**config.mk**
```make
export PLATFORM = sky130hd
export DESIGN_NAME = ppi_irq_ctrl
export DESIGN_NICKNAME = d
export VERILOG_FILES = /design/src/rtl/ppi_irq_pkg.sv /design/src/rtl/ppi_line_sync.sv /design/src/rtl/ppi_irq_bank.sv /design/src/rtl/ppi_irq_csr.sv /design/src/rtl/ppi_irq_ctrl.sv
export SDC_FILE = /design/constraint.sdc
export NUM_CORES = 1
export LEC_CHECK = 0
export BUFFER_PORTS_ARGS = -buffer_cell sky130_fd_sc_hd__buf_2
export CAP_MARGIN = 25
export CORE_MARGIN = 4
export CORE_UTILIZATION = 50
export CTS_CLUSTER_DIAMETER = 40
export DETAILED_ROUTE_END_ITERATION = 10
export PLACE_DENSITY = 0.77
export REMOVE_ABC_BUFFERS = 1
export SKIP_LAST_GASP = 1
export SYNTH_ARGS = -nofsm -noshare
export SYNTH_HDL_FRONTEND = slang
export SYNTH_SLANG_ARGS = --single-unit
```
**constraint.sdc**
```tcl
create_clock -name clk -period 1.2 [get_ports clk]
set_input_delay 0.24 -clock clk [delete_from_list [all_inputs] [get_ports clk]]
set_output_delay 0.24 -clock clk [all_outputs]
set_load 0.1 [all_outputs]
```
**src/rtl/ppi_irq_pkg.sv**
```systemverilog
// Shared constants and types for the parallel port interrupt controller.
// Assumes an 8-bit register port with four addresses.
package ppi_irq_pkg;
    localparam int DW        = 8;
    localparam int AW        = 2;
    localparam int NSTICKY   = 4;   // PE, SELECT, ERROR, ACK at bits 0..3
    localparam int NLEVEL    = 3;   // nBUSY, EMPTY, FULL
    localparam int NLVL_OUT  = 4;   // interrupt output wires
    localparam int LVLW      = $clog2(NLVL_OUT);
    localparam int SYNC_STG  = 2;
    localparam int NLINES    = NSTICKY + 1;

    typedef enum logic [1:0] {EDGE_FALL, EDGE_RISE, EDGE_BOTH} edge_sel_e;
    typedef enum logic [AW-1:0] {A_CTRL = 2'd0, A_IRQ = 2'd1, A_LVL = 2'd2, A_NONE = 2'd3} reg_addr_e;

    // edge polarity per sticky bit; index 3 (acknowledge) is falling only
    localparam edge_sel_e STICKY_EDGE [NSTICKY] = '{EDGE_BOTH, EDGE_BOTH, EDGE_BOTH, EDGE_FALL};
endpackage

```
**src/rtl/ppi_line_sync.sv**
```systemverilog
// Multi-stage synchronizer for asynchronous peripheral lines. It also keeps
// one extra delayed copy so that edges can be found downstream.
// Assumes each line is independent; all flops reset to 0.
module ppi_line_sync #(
    parameter int W      = 5,
    parameter int STAGES = 2
) (
    input  logic         clk,
    input  logic         rst_n,
    input  logic [W-1:0] async_i,
    output logic [W-1:0] cur_o,
    output logic [W-1:0] prev_o
);
    logic [W-1:0] stg [STAGES];
    logic [W-1:0] prev_q;

    // shift the lines through the synchronizer chain and keep the last sample
    always_ff @(posedge clk) begin
        if (!rst_n) begin
            for (int s = 0; s < STAGES; s++) stg[s] <= '0;
            prev_q <= '0;
        end else begin
            stg[0] <= async_i;
            for (int s = 1; s < STAGES; s++) stg[s] <= stg[s-1];
            prev_q <= stg[STAGES-1];
        end
    end

    assign cur_o  = stg[STAGES-1];
    assign prev_o = prev_q;
endmodule

```
**src/rtl/ppi_irq_bank.sv**
```systemverilog
// Interrupt enable/request bank. Level sources read their live condition
// while enabled. Edge sources latch an event until a 0 is written.
// Assumes line samples are already synchronized; soft clear beats all else,
// and a new event beats a clear-write in the same cycle.
module ppi_irq_bank
    import ppi_irq_pkg::*;
(
    input  logic               clk,
    input  logic               rst_n,
    input  logic               soft_clr_i,
    input  logic               wr_i,
    input  logic [NSTICKY-1:0] wen_st_i,
    input  logic [NLEVEL-1:0]  wen_lv_i,
    input  logic [NSTICKY-1:0] line_cur_i,
    input  logic [NSTICKY-1:0] line_prev_i,
    input  logic [NLEVEL-1:0]  lv_cond_i,
    output logic [NLEVEL-1:0]  lv_flag_o,
    output logic [NSTICKY-1:0] st_en_o,
    output logic [NSTICKY-1:0] st_pend_o,
    output logic [NSTICKY-1:0] st_evt_o
);
    logic [NSTICKY-1:0] st_en_q, st_pend_q, evt;
    logic [NLEVEL-1:0]  lv_en_q;

    for (genvar g = 0; g < NSTICKY; g++) begin : g_st
        // pick the edge detector this bit is built with
        if (STICKY_EDGE[g] == EDGE_FALL) begin : g_fall
            assign evt[g] = line_prev_i[g] & ~line_cur_i[g];
        end else if (STICKY_EDGE[g] == EDGE_RISE) begin : g_rise
            assign evt[g] = ~line_prev_i[g] & line_cur_i[g];
        end else begin : g_both
            assign evt[g] = line_prev_i[g] ^ line_cur_i[g];
        end

        // enable bit follows each write
        always_ff @(posedge clk) begin
            if (!rst_n || soft_clr_i) st_en_q[g] <= 1'b0;
            else if (wr_i)            st_en_q[g] <= wen_st_i[g];
        end

        // request bit: set by enabled event, cleared by written zero
        always_ff @(posedge clk) begin
            if (!rst_n || soft_clr_i)         st_pend_q[g] <= 1'b0;
            else if (st_en_q[g] && evt[g])    st_pend_q[g] <= 1'b1;
            else if (wr_i && !wen_st_i[g])    st_pend_q[g] <= 1'b0;
        end
    end

    // level enables follow each write
    always_ff @(posedge clk) begin
        if (!rst_n || soft_clr_i) lv_en_q <= '0;
        else if (wr_i)            lv_en_q <= wen_lv_i;
    end

    assign lv_flag_o = lv_en_q & lv_cond_i;
    assign st_en_o   = st_en_q;
    assign st_pend_o = st_pend_q;
    assign st_evt_o  = evt;
endmodule

```
**src/rtl/ppi_irq_csr.sv**
```systemverilog
// Control/status and level-code storage, plus the registered one-hot
// interrupt output. The level code survives a soft reset but not a hard one.
// Assumes pending_i is the summary request from the interrupt bank.
module ppi_irq_csr
    import ppi_irq_pkg::*;
(
    input  logic                clk,
    input  logic                rst_n,
    input  logic                soft_clr_i,
    input  logic                ctl_wr_i,
    input  logic                lvl_wr_i,
    input  logic                ie_wd_i,
    input  logic [3:0]          mode_wd_i,
    input  logic [LVLW-1:0]     lvl_wd_i,
    input  logic                pending_i,
    output logic                ie_o,
    output logic [LVLW-1:0]     il_o,
    output logic [3:0]          mode_o,
    output logic [NLVL_OUT-1:0] irq_o
);
    logic                ie_q;
    logic [3:0]          mode_q;
    logic [LVLW-1:0]     il_q;
    logic [NLVL_OUT-1:0] irq_q;

    // master enable and mode bits, cleared by either reset
    always_ff @(posedge clk) begin
        if (!rst_n || soft_clr_i) begin
            ie_q   <= 1'b0;
            mode_q <= '0;
        end else if (ctl_wr_i) begin
            ie_q   <= ie_wd_i;
            mode_q <= mode_wd_i;
        end
    end

    // level code, cleared by hard reset only
    always_ff @(posedge clk) begin
        if (!rst_n)        il_q <= '0;
        else if (lvl_wr_i) il_q <= lvl_wd_i;
    end

    for (genvar k = 0; k < NLVL_OUT; k++) begin : g_out
        // drive output wire k when the level code selects it
        always_ff @(posedge clk) begin
            if (!rst_n || soft_clr_i) irq_q[k] <= 1'b0;
            else irq_q[k] <= ie_q && pending_i && (il_q == LVLW'(k));
        end
    end

    assign ie_o   = ie_q;
    assign il_o   = il_q;
    assign mode_o = mode_q;
    assign irq_o  = irq_q;
endmodule

```
**src/rtl/ppi_irq_ctrl.sv**
```systemverilog
// Top of the parallel port interrupt controller: synchronizes the
// peripheral lines, decodes register accesses and forms read data.
// Assumes the FIFO flags are already in the clk domain.
module ppi_irq_ctrl
    import ppi_irq_pkg::*;
(
    input  logic                clk,
    input  logic                rst_n,
    input  logic                soft_rst_i,
    input  logic [AW-1:0]       reg_addr_i,
    input  logic                reg_wr_i,
    input  logic [DW-1:0]       reg_wdata_i,
    output logic [DW-1:0]       reg_rdata_o,
    input  logic                line_nack_i,
    input  logic                line_nerror_i,
    input  logic                line_select_i,
    input  logic                line_pe_i,
    input  logic                line_busy_i,
    input  logic                fifo_full_i,
    input  logic                fifo_empty_i,
    output logic [NLVL_OUT-1:0] irq_lvl_o,
    output logic                mode_iom_o,
    output logic                mode_dir_o,
    output logic [1:0]          dma_en_o
);
    logic [NLINES-1:0]  ln_cur, ln_prev;
    logic [NLEVEL-1:0]  lv_cond, lv_flag;
    logic [NSTICKY-1:0] sticky_en_w, sticky_pend_w, sticky_evt_w;
    logic               ie_w, ir_w;
    logic [LVLW-1:0]    il_w;
    logic [3:0]         mode_w;
    logic [DW-1:0]      irq_rd, ctl_rd, lvl_rd;
    logic               wr_ctl, wr_irq, wr_lvl;

    ppi_line_sync #(.W(NLINES), .STAGES(SYNC_STG)) u_sync (
        .clk     (clk),
        .rst_n   (rst_n),
        .async_i ({line_busy_i, line_nack_i, line_nerror_i, line_select_i, line_pe_i}),
        .cur_o   (ln_cur),
        .prev_o  (ln_prev)
    );

    // address decode of the write strobe
    always_comb begin
        wr_ctl = reg_wr_i && (reg_addr_i == A_CTRL);
        wr_irq = reg_wr_i && (reg_addr_i == A_IRQ);
        wr_lvl = reg_wr_i && (reg_addr_i == A_LVL);
    end

    // level conditions ordered nBUSY, EMPTY, FULL
    assign lv_cond = {fifo_full_i, fifo_empty_i, ~ln_cur[NLINES-1]};

    ppi_irq_bank u_bank (
        .clk         (clk),
        .rst_n       (rst_n),
        .soft_clr_i  (soft_rst_i),
        .wr_i        (wr_irq),
        .wen_st_i    (reg_wdata_i[3:0]),
        .wen_lv_i    ({reg_wdata_i[7], reg_wdata_i[6], reg_wdata_i[4]}),
        .line_cur_i  (ln_cur[NSTICKY-1:0]),
        .line_prev_i (ln_prev[NSTICKY-1:0]),
        .lv_cond_i   (lv_cond),
        .lv_flag_o   (lv_flag),
        .st_en_o     (sticky_en_w),
        .st_pend_o   (sticky_pend_w),
        .st_evt_o    (sticky_evt_w)
    );

    // interrupt register read image and summary request
    always_comb begin
        irq_rd = {lv_flag[2], lv_flag[1], 1'b0, lv_flag[0], sticky_pend_w};
        ir_w   = |irq_rd;
    end

    ppi_irq_csr u_csr (
        .clk        (clk),
        .rst_n      (rst_n),
        .soft_clr_i (soft_rst_i),
        .ctl_wr_i   (wr_ctl),
        .lvl_wr_i   (wr_lvl),
        .ie_wd_i    (reg_wdata_i[7]),
        .mode_wd_i  (reg_wdata_i[3:0]),
        .lvl_wd_i   (reg_wdata_i[5:4]),
        .pending_i  (ir_w),
        .ie_o       (ie_w),
        .il_o       (il_w),
        .mode_o     (mode_w),
        .irq_o      (irq_lvl_o)
    );

    // control and level read images
    always_comb begin
        ctl_rd = {ie_w, ir_w, il_w, mode_w};
        lvl_rd = {2'b00, il_w, 4'b0000};
    end

    // read data multiplexer
    always_comb begin
        case (reg_addr_i)
            A_CTRL:  reg_rdata_o = ctl_rd;
            A_IRQ:   reg_rdata_o = irq_rd;
            A_LVL:   reg_rdata_o = lvl_rd;
            default: reg_rdata_o = '0;
        endcase
    end

    assign mode_iom_o = mode_w[3];
    assign mode_dir_o = mode_w[2];
    assign dma_en_o   = mode_w[1:0];
endmodule

```
After elaboration in Yosys (flattened, before gate mapping)
Memories as Yosys holds them, arrays and structs flattened.
Index checks and enable logic that the tools add are counted.

storage, ports and cells
  flip-flop bits (word level) = 26
  bits in writable memories = 10
  input bits = 21
  word-level logic and storage cells = 74
  memories = 1

memories
  memory      words  width  read ports  clocked after Yosys merged registers in  wr ports  RTL line             source
  u_sync.stg  2      5      2           0                                        2         ppi_line_sync.sv:14  logic [W-1:0] stg [STAGES];

operators by class
  equal/unequal tests = 5
  multiplexer cells = 13
  bitwise operators = 9
  reductions and logical operators = 29

operators with widths
  operator                                             number
  case mux 8 bit (3 select lines)                      1
  logical AND 1 bit                                    16
  2-to-1 mux 1 bit                                     10
  2-to-1 mux 5 bit                                     2
  nonzero test 2 bit                                   4
  OR reduction 7 bit                                   1
  equality test 2 bit, second input constant           3
  zero test 1 bit                                      5
  equality test 2 x 1 -> 1 bit, second input constant  2
  zero test 2 bit                                      2
  AND 3 bit                                            1
  XOR 1 bit                                            3
  NOT 1 bit                                            2
  bitwise OR 1 bit                                     2
  AND 1 bit                                            1
  logical OR 1 bit                                     1

Logic depth before layout (Yosys ltp)
Gate-level depths: netlist of the first run.
An unclocked memory read counts as a cell.

  depth after elaboration = 6
  mapped depth = 5
  mapped depth without buffers = 3

By module
A second synthesis of the first run with hierarchy kept.

unflattened totals
  cell total of the unflattened synthesis = 144
  area, all modules = 1466.4 um^2

by module, submodules not included
  module         instances  cells each  area each (um^2)  sequential area each (um^2)
  ppi_line_sync  1          36          456.7             300.3
  ppi_irq_bank   1          48          449.2             220.2
  ppi_irq_csr    1          35          379.1             220.2
  ppi_irq_ctrl   1          25          181.4             0.0

Least setup slack after synthesis of the first run
OpenSTA, ideal clock, no wires.

  path kind = register to output
  from = reg u_bank.lv_en_q[2]
  to = out reg_rdata_o[6]
  data arrival time = 2862 ps
  path slack = -1902 ps
  stages on the path, launching flop included = 4
  path buffers = 0
  path through = dfxtp_1 nand2_1 and4_1 a211oi_1

on the way
  word-level cells in the longest chain between the ends = 3

RTL lines
  element                          RTL line            source
  from (decl)                      ppi_irq_bank.sv:23  logic [NLEVEL-1:0] lv_en_q;
  from (signal assigned)           ppi_irq_bank.sv:52  else if (wr_i) lv_en_q <= wen_lv_i;
  AND 3 bit                        ppi_irq_bank.sv:55  assign lv_flag_o = lv_en_q & lv_cond_i;
  OR reduction 7 bit               ppi_irq_ctrl.sv:72  ir_w = |irq_rd;
  case mux 8 bit (3 select lines)  ppi_irq_ctrl.sv:99  case (reg_addr_i)
  to (decl)                        ppi_irq_ctrl.sv:13  output logic [DW-1:0] reg_rdata_o,

Every way passes these cells.

Final worst setup path of the first run
  from = reg u_bank.st_pend_q[3], in the netlist u_bank.st_pend_o[3]
  to = out reg_rdata_o[6]

on the way
  word-level cells in the longest chain between the ends = 2

RTL lines
  element                            RTL line            source
  from (decl)                        ppi_irq_bank.sv:22  logic [NSTICKY-1:0] st_en_q, st_pend_q, evt;
  from (signal, indexed assignment)  ppi_irq_bank.sv:43  if (!rst_n || soft_clr_i) st_pend_q[g] <= 1'b0;
  from (signal, indexed assignment)  ppi_irq_bank.sv:44  else if (st_en_q[g] && evt[g]) st_pend_q[g] <= 1'b1;
  from (signal, indexed assignment)  ppi_irq_bank.sv:45  else if (wr_i && !wen_st_i[g]) st_pend_q[g] <= 1'b0;
  OR reduction 7 bit                 ppi_irq_ctrl.sv:72
  case mux 8 bit (3 select lines)    ppi_irq_ctrl.sv:99

Every way passes these cells.

==> run summary, run 1 <==
====================================================================================================
Status                                                                                  finished with violations
Violations in the final reports                                                         setup timing
DRC violation total after the first TritonRoute iteration                                         43
Number of buffers added by the clock tree synthesis step                                           5
Slowest cell on crit path                                                                    dfxtp_2
Clock-pin slew reported for the worst setup and hold paths after clock tree synthesis        0.12 ns
Number of vias after detailed routing                                                          1,169
Final clock period utilization by the worst path                                                146%
Initial antenna violation count                                                                    0
Share of total power consumed by net switching                                                 21.7%
Post-layout minimum cycle time                                                               1.75 ns
Leakage Power                                                                               0.936 nW
Area of the mapped netlist                                                                  1350 µm²
Area share of the leading cell type in the synthesized netlist                                 53.5%
Clock latency of the later-clocked register in the worst-skew pair                           0.32 ns
Power share of the clock group                                                                 38.4%
Floorplan die area                                                                          3590 µm²
Number of buffers inserted for hold repair after clock tree synthesis                              0
Detail Placement HPWL                                                                        2290 µm
Placeable core region                                                                       2520 µm²
Antenna Nets Post-Route                                                                            0
Setup repair after global routing missed its margin                                              yes
Async SR Flop Fraction                                                                            0%
Synth-to-Final Area Change                                                                     61.7%
Final instance count without filler cells                                                        222
Crit Path Max Fanout                                                                               2
TritonCTS Sinks                                                                                   36
Largest stage delay on the critical path                                                     0.35 ns
DRC violations left                                                                                0
Setup-failing EPs final                                                                           13
Final number of max-transition violations                                                          0
Most instantiated library cell after synthesis                                               dfxtp_1
Number of placed I/O pins                                                                         37
Global route overflow                                                                              0
Cell types with the largest area share after synthesis                                  dfxtp_1, mux2i_1, and2_1
Final hold vios                                                                                    0
Total inserted antenna cells                                                                       0
Number of instances in the synthesized netlist                                                   130
Ranking of synthesized cells by instance count                                          dfxtp_1, mux2i_1, nor2_1, and2_1, nand2_1
Post-synthesis sequential area ratio                                                           53.5%
Placed Instances                                                                                 213
Mean number of vias per cell                                                                    5.27
Die Y                                                                                        59.9 µm
Vias in the first global route                                                                 1,221
Routed WL per cell                                                                           17.2 µm
Worst setup slack before clock tree synthesis                                              -0.203 ns
Final WL                                                                                     3820 µm
Category of the worst setup path capture point                                            output pin
Weighted congestion reported at the end of routability-driven placement                        0.783
Part of the total power dissipated in combinational logic                                      10.7%
Deepest level of the CTS H-tree                                                                    2
Root buf cell                                                                               clkbuf_4
Fin nets                                                                                         212
Clock Tree Buf Depth                                                                               2
Initial core utilization                                                                       53.4%
P_int                                                                                        1.90 mW
Relative slew slack                                                                            74.0%
Number of buffer and inverter instances along the worst setup path                                 1
Cell family with most CP delay                                                          simple AND/OR/NAND/NOR gates
Most area-hungry cell type in the Yosys netlist                                              dfxtp_1
Pin count of the biggest net entering global routing                                              17
Worst slew pin tran                                                                         0.387 ns
Setup CP Type                                                                             reg -> out
Crit path setup slack, layout                                                              -0.549 ns
Maximum clock skew at final layout                                                         0.0139 ns
Portion of total power attributed to sequential cells                                          50.9%
Horizontal extent of the die                                                                 59.9 µm
Top achievable clock speed                                                                 0.572 GHz
Cell Pwr Density                                                                         1110 nW/µm²
CTS tree                                                                                        done
Post-layout utilization of the core                                                            86.4%
Number of register bits inferred by synthesis                                                     36
Flip-flop cell with the highest count after synthesis                                        dfxtp_1
List of cells traversed by the critical path                                            nor4_2 -> and4_4 -> a211oi_4 -> buf_12
Port Buffers                                                                                      36
Wire length of the first global-routing pass                                                 5660 µm
Router iterations before antenna repair                                                            4
Total global-route track usage                                                                 22.2%
Data arrival, critical path                                                                  1.51 ns
Startpoint kind of the worst setup timing path                                                  flop
Hold Path Class                                                                            in -> reg
Yosys cell types                                                                                  24
Number of cell rows                                                                               18
Synth Area per Inst                                                                         10.4 µm²
Net switching power figure                                                                  0.526 mW
Max-cap violations                                                                                 0
Number of enable flip-flop cells after synthesis                                                   0
Max IR drop VDD                                                                            0.00133 V
Ys Warns                                                                                           0
Required time worst endpoint                                                                 0.96 ns
Proportion of layout cells with a drive suffix above 1                                         50.5%
====================================================================================================
cells by family (layout without fill, tap and decap cells):
kind of cell              Yosys count  count (layout)  share of synthesized area (%)
and+or+nand+nor                    56              56                           23.3
DFF                                36              36                           53.5
muxes                              19              19                           14.2
AOI/OAI and AO/OA                  10              10                           3.90
buffers and inverters               6              68                           3.16
xor gates and xnor gates            3               3                           1.95
layer usage:
layer / share of wire (%) / track usage, % / vias up
met5: 0 / 0 / -
met4: 3.1 / 8.54 / 0
met3: 4.5 / 8.21 / 14
met2: 48 / 35.3 / 44
met1: 44 / 27.1 / 554
li1: - / - / 557
registers in the layout, summed over array words and instances, names as in the netlist:
register          count
u_csr.il_o            2
u_bank.st_pend_o      4
u_bank.lv_en_q        3
u_csr.ie_o            1
u_bank.st_en_o        4
u_sync.stg           10
u_sync.prev_o         4
u_csr.irq_o           4
u_csr.mode_o          4
timing repair:
item / CTS / global route
setup endpoints to repair: 12 / 16
resized for setup: 23 / 19
pin swaps: 6 / 7
hold endpoints to repair: 0 / 0
setup buffers: 2 / 5
path summary, 6_finish.rpt:
kind                                                        from                           to  slack [ns]  depth (start not counted)
worst min register to register       u_sync.stg[0][1]$_SDFF_PN0_  u_sync.stg[0][6]$_SDFF_PN0_        0.44                          1
worst max register to register  u_bank.st_pend_o[3]$_SDFFE_PP0P_    u_csr.irq_o[0]$_SDFF_PP0_       -0.10                          4
worst min-delay path                               line_nerror_i  u_sync.stg[0][2]$_SDFF_PN0_        0.12                          2
worst max-delay path            u_bank.st_pend_o[3]$_SDFFE_PP0P_               reg_rdata_o[6]       -0.55                          4
metrics by stage:
step	hold slack, ns	cell area, µm²	power (mW)	setup TNS, ns
5_1_grt	0.105	2180	2.52	-3.26
3_5_place_dp	0.421	1950	1.49	-1.30
3_3_place_gp	0.416	1950	1.48	-0.924
6_report	0.124	2180	2.43	-2.49
2_1_floorplan	0.362	1310	1.36	-8.89
4_1_cts	0.0946	2110	2.43	-2.40
power groups by stage:
stage | Sequential, mW | Combinational [mW] | Clock [mW]
after floorplan | 1.27 | 0.0874 | 0
after global placement | 1.26 | 0.225 | 0
after detailed placement | 1.26 | 0.231 | 0
after CTS | 1.23 | 0.242 | 0.957
after global routing | 1.24 | 0.274 | 1.00
final | 1.23 | 0.260 | 0.931
layout by cell type (no fill, tap or decap), types with 2 or more instances in the layout:
cell and n:
nand2_1 5, nand3b_1 3, buf_12 18, mux2i_1 14, nand2b_1 2, dfxtp_1 24, o21ai_0 4, nor2_2 4
buf_2 20, buf_6 7, xor2_1 3, nor2b_1 3, nor2_1 14, mux2i_2 4, dfxtp_2 12, clkbuf_8 2
and2_1 14, buf_4 15, clkbuf_4 5, a21oi_1 4
area by class of cell:
| type | instances | area, µm² |
|---|---|---|
| Fill cell | 126 | 343 |
| Sequential cell | 36 | 736 |
| Clock inverter | 1 | 30.0 |
| Clock buffer | 7 | 65.1 |
| Timing Repair Buffer | 60 | 652 |
| Tap cell | 30 | 37.5 |
| Multi-Input combinational cell | 88 | 659 |
No activity file was read; power rests on OpenSTA's default activity.
==> run 2, diff against run 1 <==
- ABC_AREA: default -> 1
- PLACE_DENSITY: 0.77 -> 0.76
==> run summary, run 2 <==
====================================================================================================
Final WL                                                                                     3360 µm   -12%
Clock latency of the later-clocked register in the worst-skew pair                           0.35 ns   +0.03 ns
Biggest register                                                                          u_sync.stg
Global route overflow                                                                              0   unchanged
Number of vias after detailed routing                                                          1,389   +19%
Violations in the final reports                                                         setup timing
Initial core utilization                                                                       54.0%   +0.57 points
Deepest level of the CTS H-tree                                                                    2   unchanged
Pin count of the biggest net entering global routing                                              22   +5
Weighted congestion reported at the end of routability-driven placement                        0.893   +14%
Combined area of the multi-input logic cells                                                 568 µm²   -14%
CTS tree                                                                                        done
P_int                                                                                        1.62 mW   -15%
Number of register bits inferred by synthesis                                                     36   unchanged
Tightest hold margin                                                                       0.0762 ns   -0.0475 ns
Number of fill cells                                                                             171   +36%
Status                                                                                  finished with violations
Worst slew pin tran                                                                         0.259 ns   -0.128 ns
Synth-to-Final Area Change                                                                     53.6%
Post-synthesis sequential area ratio                                                           52.0%   -1.5 points
Total inserted antenna cells                                                                       0   unchanged
Post-layout minimum cycle time                                                               1.54 ns   -0.209 ns
Relative slew slack                                                                            82.7%   +8.7 points
Data arrival, critical path                                                                  1.30 ns   -0.21 ns
Area occupied by registers                                                                   734 µm²   -0.17%
Number of placed I/O pins                                                                         37   unchanged
Top achievable clock speed                                                                 0.649 GHz   +14%
Setup CP Type                                                                             reg -> out
Most used cells in the layout excluding fill and tap cells                              nand2_1, inv_1, dfxtp_1
Detail Placement HPWL                                                                        2360 µm   +2.9%
Die Y                                                                                        60.7 µm   +1.2%
Portion of total power attributed to sequential cells                                          56.1%   +5.2 points
Area share of the leading cell type in the synthesized netlist                                 52.0%   -1.5 points
Final hold vios                                                                                    0   unchanged
Final Instance Area                                                                         2130 µm²   -2.3%
Number of enable flip-flop cells after synthesis                                                   0   unchanged
Max reg flops                                                                                     10   unchanged
Startpoint kind of the worst setup timing path                                                  flop
Leakage Power                                                                                1.06 nW   +14%
Router iterations before antenna repair                                                            4   unchanged
Wire length of the first global-routing pass                                                 5420 µm   -4.3%
Yosys cell types                                                                                  16   -33%
Crit Path Max Fanout                                                                               2   unchanged
DRC violations left                                                                                0   unchanged
Most area-hungry cell type in the Yosys netlist                                              dfxtp_1
Antenna Nets Post-Route                                                                            0   unchanged
Required time worst endpoint                                                                 0.96 ns   about the same
Mean number of vias per cell                                                                    5.00   -5.1%
Port Buffers                                                                                      36   unchanged
Final clock period utilization by the worst path                                                128%   -17 points
Routed WL per cell                                                                           12.1 µm   -30%
Number of cell rows                                                                               18   unchanged
Proportion of layout cells with a drive suffix above 1                                         40.3%   -10 points
Power share of the clock group                                                                 30.6%   -7.8 points
Horizontal extent of the die                                                                 60.7 µm   +1.2%
Part of the total power dissipated in combinational logic                                      13.4%   +2.7 points
Flip-flop cell with the highest count after synthesis                                        dfxtp_1
DRC violation total after the first TritonRoute iteration                                         35   -19%
Final number of max-transition violations                                                          0   unchanged
Setup repair after global routing missed its margin                                              yes
Area of the mapped netlist                                                                  1390 µm²   +2.9%
Number of buffers inserted for hold repair after clock tree synthesis                              0   unchanged
Number of instances in the synthesized netlist                                                   188   +45%
Post-layout utilization of the core                                                            82.9%   -3.5 points
Root buf cell                                                                               clkbuf_4
Floorplan die area                                                                          3680 µm²   +2.5%
Maximum clock skew at final layout                                                         0.0124 ns   -0.00149 ns
Most instantiated library cell after synthesis                                               nand2_1
Initial antenna violation count                                                                    0   unchanged
Net switching power figure                                                                  0.592 mW   +12%
TritonCTS Sinks                                                                                   36   unchanged
Share of total power consumed by net switching                                                 26.7%   +5.0 points
Cell types with the largest area share after synthesis                                  dfxtp_1, nand2_1, inv_1
Placeable core region                                                                       2570 µm²   +1.8%
Ranking of synthesized cells by instance count                                          nand2_1, dfxtp_1, inv_1, nor2_1, o21ai_0
Synth Area per Inst                                                                         7.37 µm²   -29%
Total global-route track usage                                                                 20.2%   -2.0 points
Category of the worst setup path capture point                                            output pin
Clock Tree Buf Depth                                                                               2   unchanged
Cell Pwr Density                                                                         1040 nW/µm²   -6.5%
Max IR drop VDD                                                                            0.00122 V   -8.3%
Hold Path Class                                                                            in -> reg
Ys Warns                                                                                           0   unchanged
Leading cell type in the layout, fill and taps excluded                                      nand2_1
Async SR Flop Fraction                                                                            0%   unchanged
Vias in the first global route                                                                 1,293   +5.9%
Crit path setup slack, layout                                                              -0.341 ns   +0.209 ns
Fin nets                                                                                         268   +26%
Max-cap violations                                                                                 0   unchanged
Post-Place Cell Area                                                                        1950 µm²   +0.45%
Clock-pin slew reported for the worst setup and hold paths after clock tree synthesis        0.10 ns   -0.02 ns
Number of buffers added by the clock tree synthesis step                                           5   unchanged
Setup-failing EPs final                                                                           10   -3
====================================================================================================
-- run 2: changes by cell type in the layout (fill, tap and decap cells not counted), moves of 4 or more --
cell,previous run,this run
inv_1,0,26
mux2i_2,4,0
o21ai_0,4,8
nor2_1,14,20
nand2_1,5,42
nand2_2,1,6
nor2_4,0,5
mux2i_1,14,0
nand3_1,1,13
and2_1,14,0
inv_2,0,5
o21ai_1,0,4
o21ai_2,0,4
-- run 2: worst max-delay path: stages (launching register included) --
cell and delay [ns]:
dfxtp_2 0.35, inv_2 0.04, nor2_4 0.12, buf_4 0.13, nand2_1 0.05, o21ai_2 0.08, buf_12 0.19
-- run 2: power groups by stage --
| stage | Sequential [mW] | Combinational [mW] | Clock (mW) |
|---|---|---|---|
| 2_1_floorplan | 1.29 | 0.113 | 0 |
| 3_3_place_gp | 1.26 | 0.264 | 0 |
| 3_5_place_dp | 1.27 | 0.270 | 0 |
| 4_1_cts | 1.24 | 0.287 | 0.696 |
| 5_1_grt | 1.25 | 0.322 | 0.745 |
| 6_report | 1.24 | 0.296 | 0.677 |
-- run 2: cells by family after synthesis --
kind of cell,synth area share [%]
simple gates,27.3
xor+xnor,1.90
buf+inv,10.8
compound gates,7.94
flops,52.0
-- run 2: what timing repair did --
action | 4_1_cts | 5_1_grt
setup endpoints to repair | 12 | 12
gates resized for setup | 35 | 11
pin swaps | 10 | 5
buffers inserted | 3 | 4
-- run 2: layer usage --
metal	share of wire [%]	up-vias	routed length [µm]	global-route usage (%)
met5	0	-	0	0
met1	37	627	1240	20.8
met3	6.9	14	232	5.74
li1	-	689	-	-
met4	3.4	0	114	10.8
met2	53	59	1770	36.5
-- run 2: cell type report --
class,count,share of cell area (%)
inverter,32,5.76
clock inverter,2,0.470
clock buffer,6,2.41
timing repair buffer,57,28.4
multi-input combinational,115,26.7
tap,30,1.76
sequential,36,34.5
-- run 2: worst paths after layout --
check	start	endpoint	slack [ns]	cells past startpoint
worst max-delay path	u_bank.lv_en_q[0]$_SDFFE_PP0N_	reg_rdata_o[4]	-0.34	6
worst min-delay path	line_nack_i	u_sync.stg[0][3]$_SDFF_PN0_	0.08	3
worst max register to register	u_bank.lv_en_q[2]$_SDFFE_PP0N_	u_csr.irq_o[1]$_SDFF_PP0_	0.29	6
worst min register to register	u_sync.stg[0][3]$_SDFF_PN0_	u_sync.stg[0][8]$_SDFF_PN0_	0.42	2
-- run 2: per-stage QoR --
stage               setup WS, ns  total power, mW  instances  TNS (ns)
floorplan                  -1.56             1.40        183    -10.27
global placement         -0.0683             1.53        266    -0.217
detailed placement       -0.0798             1.54        266    -0.467
CTS                       -0.351             2.22        276     -1.76
global route              -0.419             2.31        278     -2.27
finish                    -0.341             2.22        278     -1.64
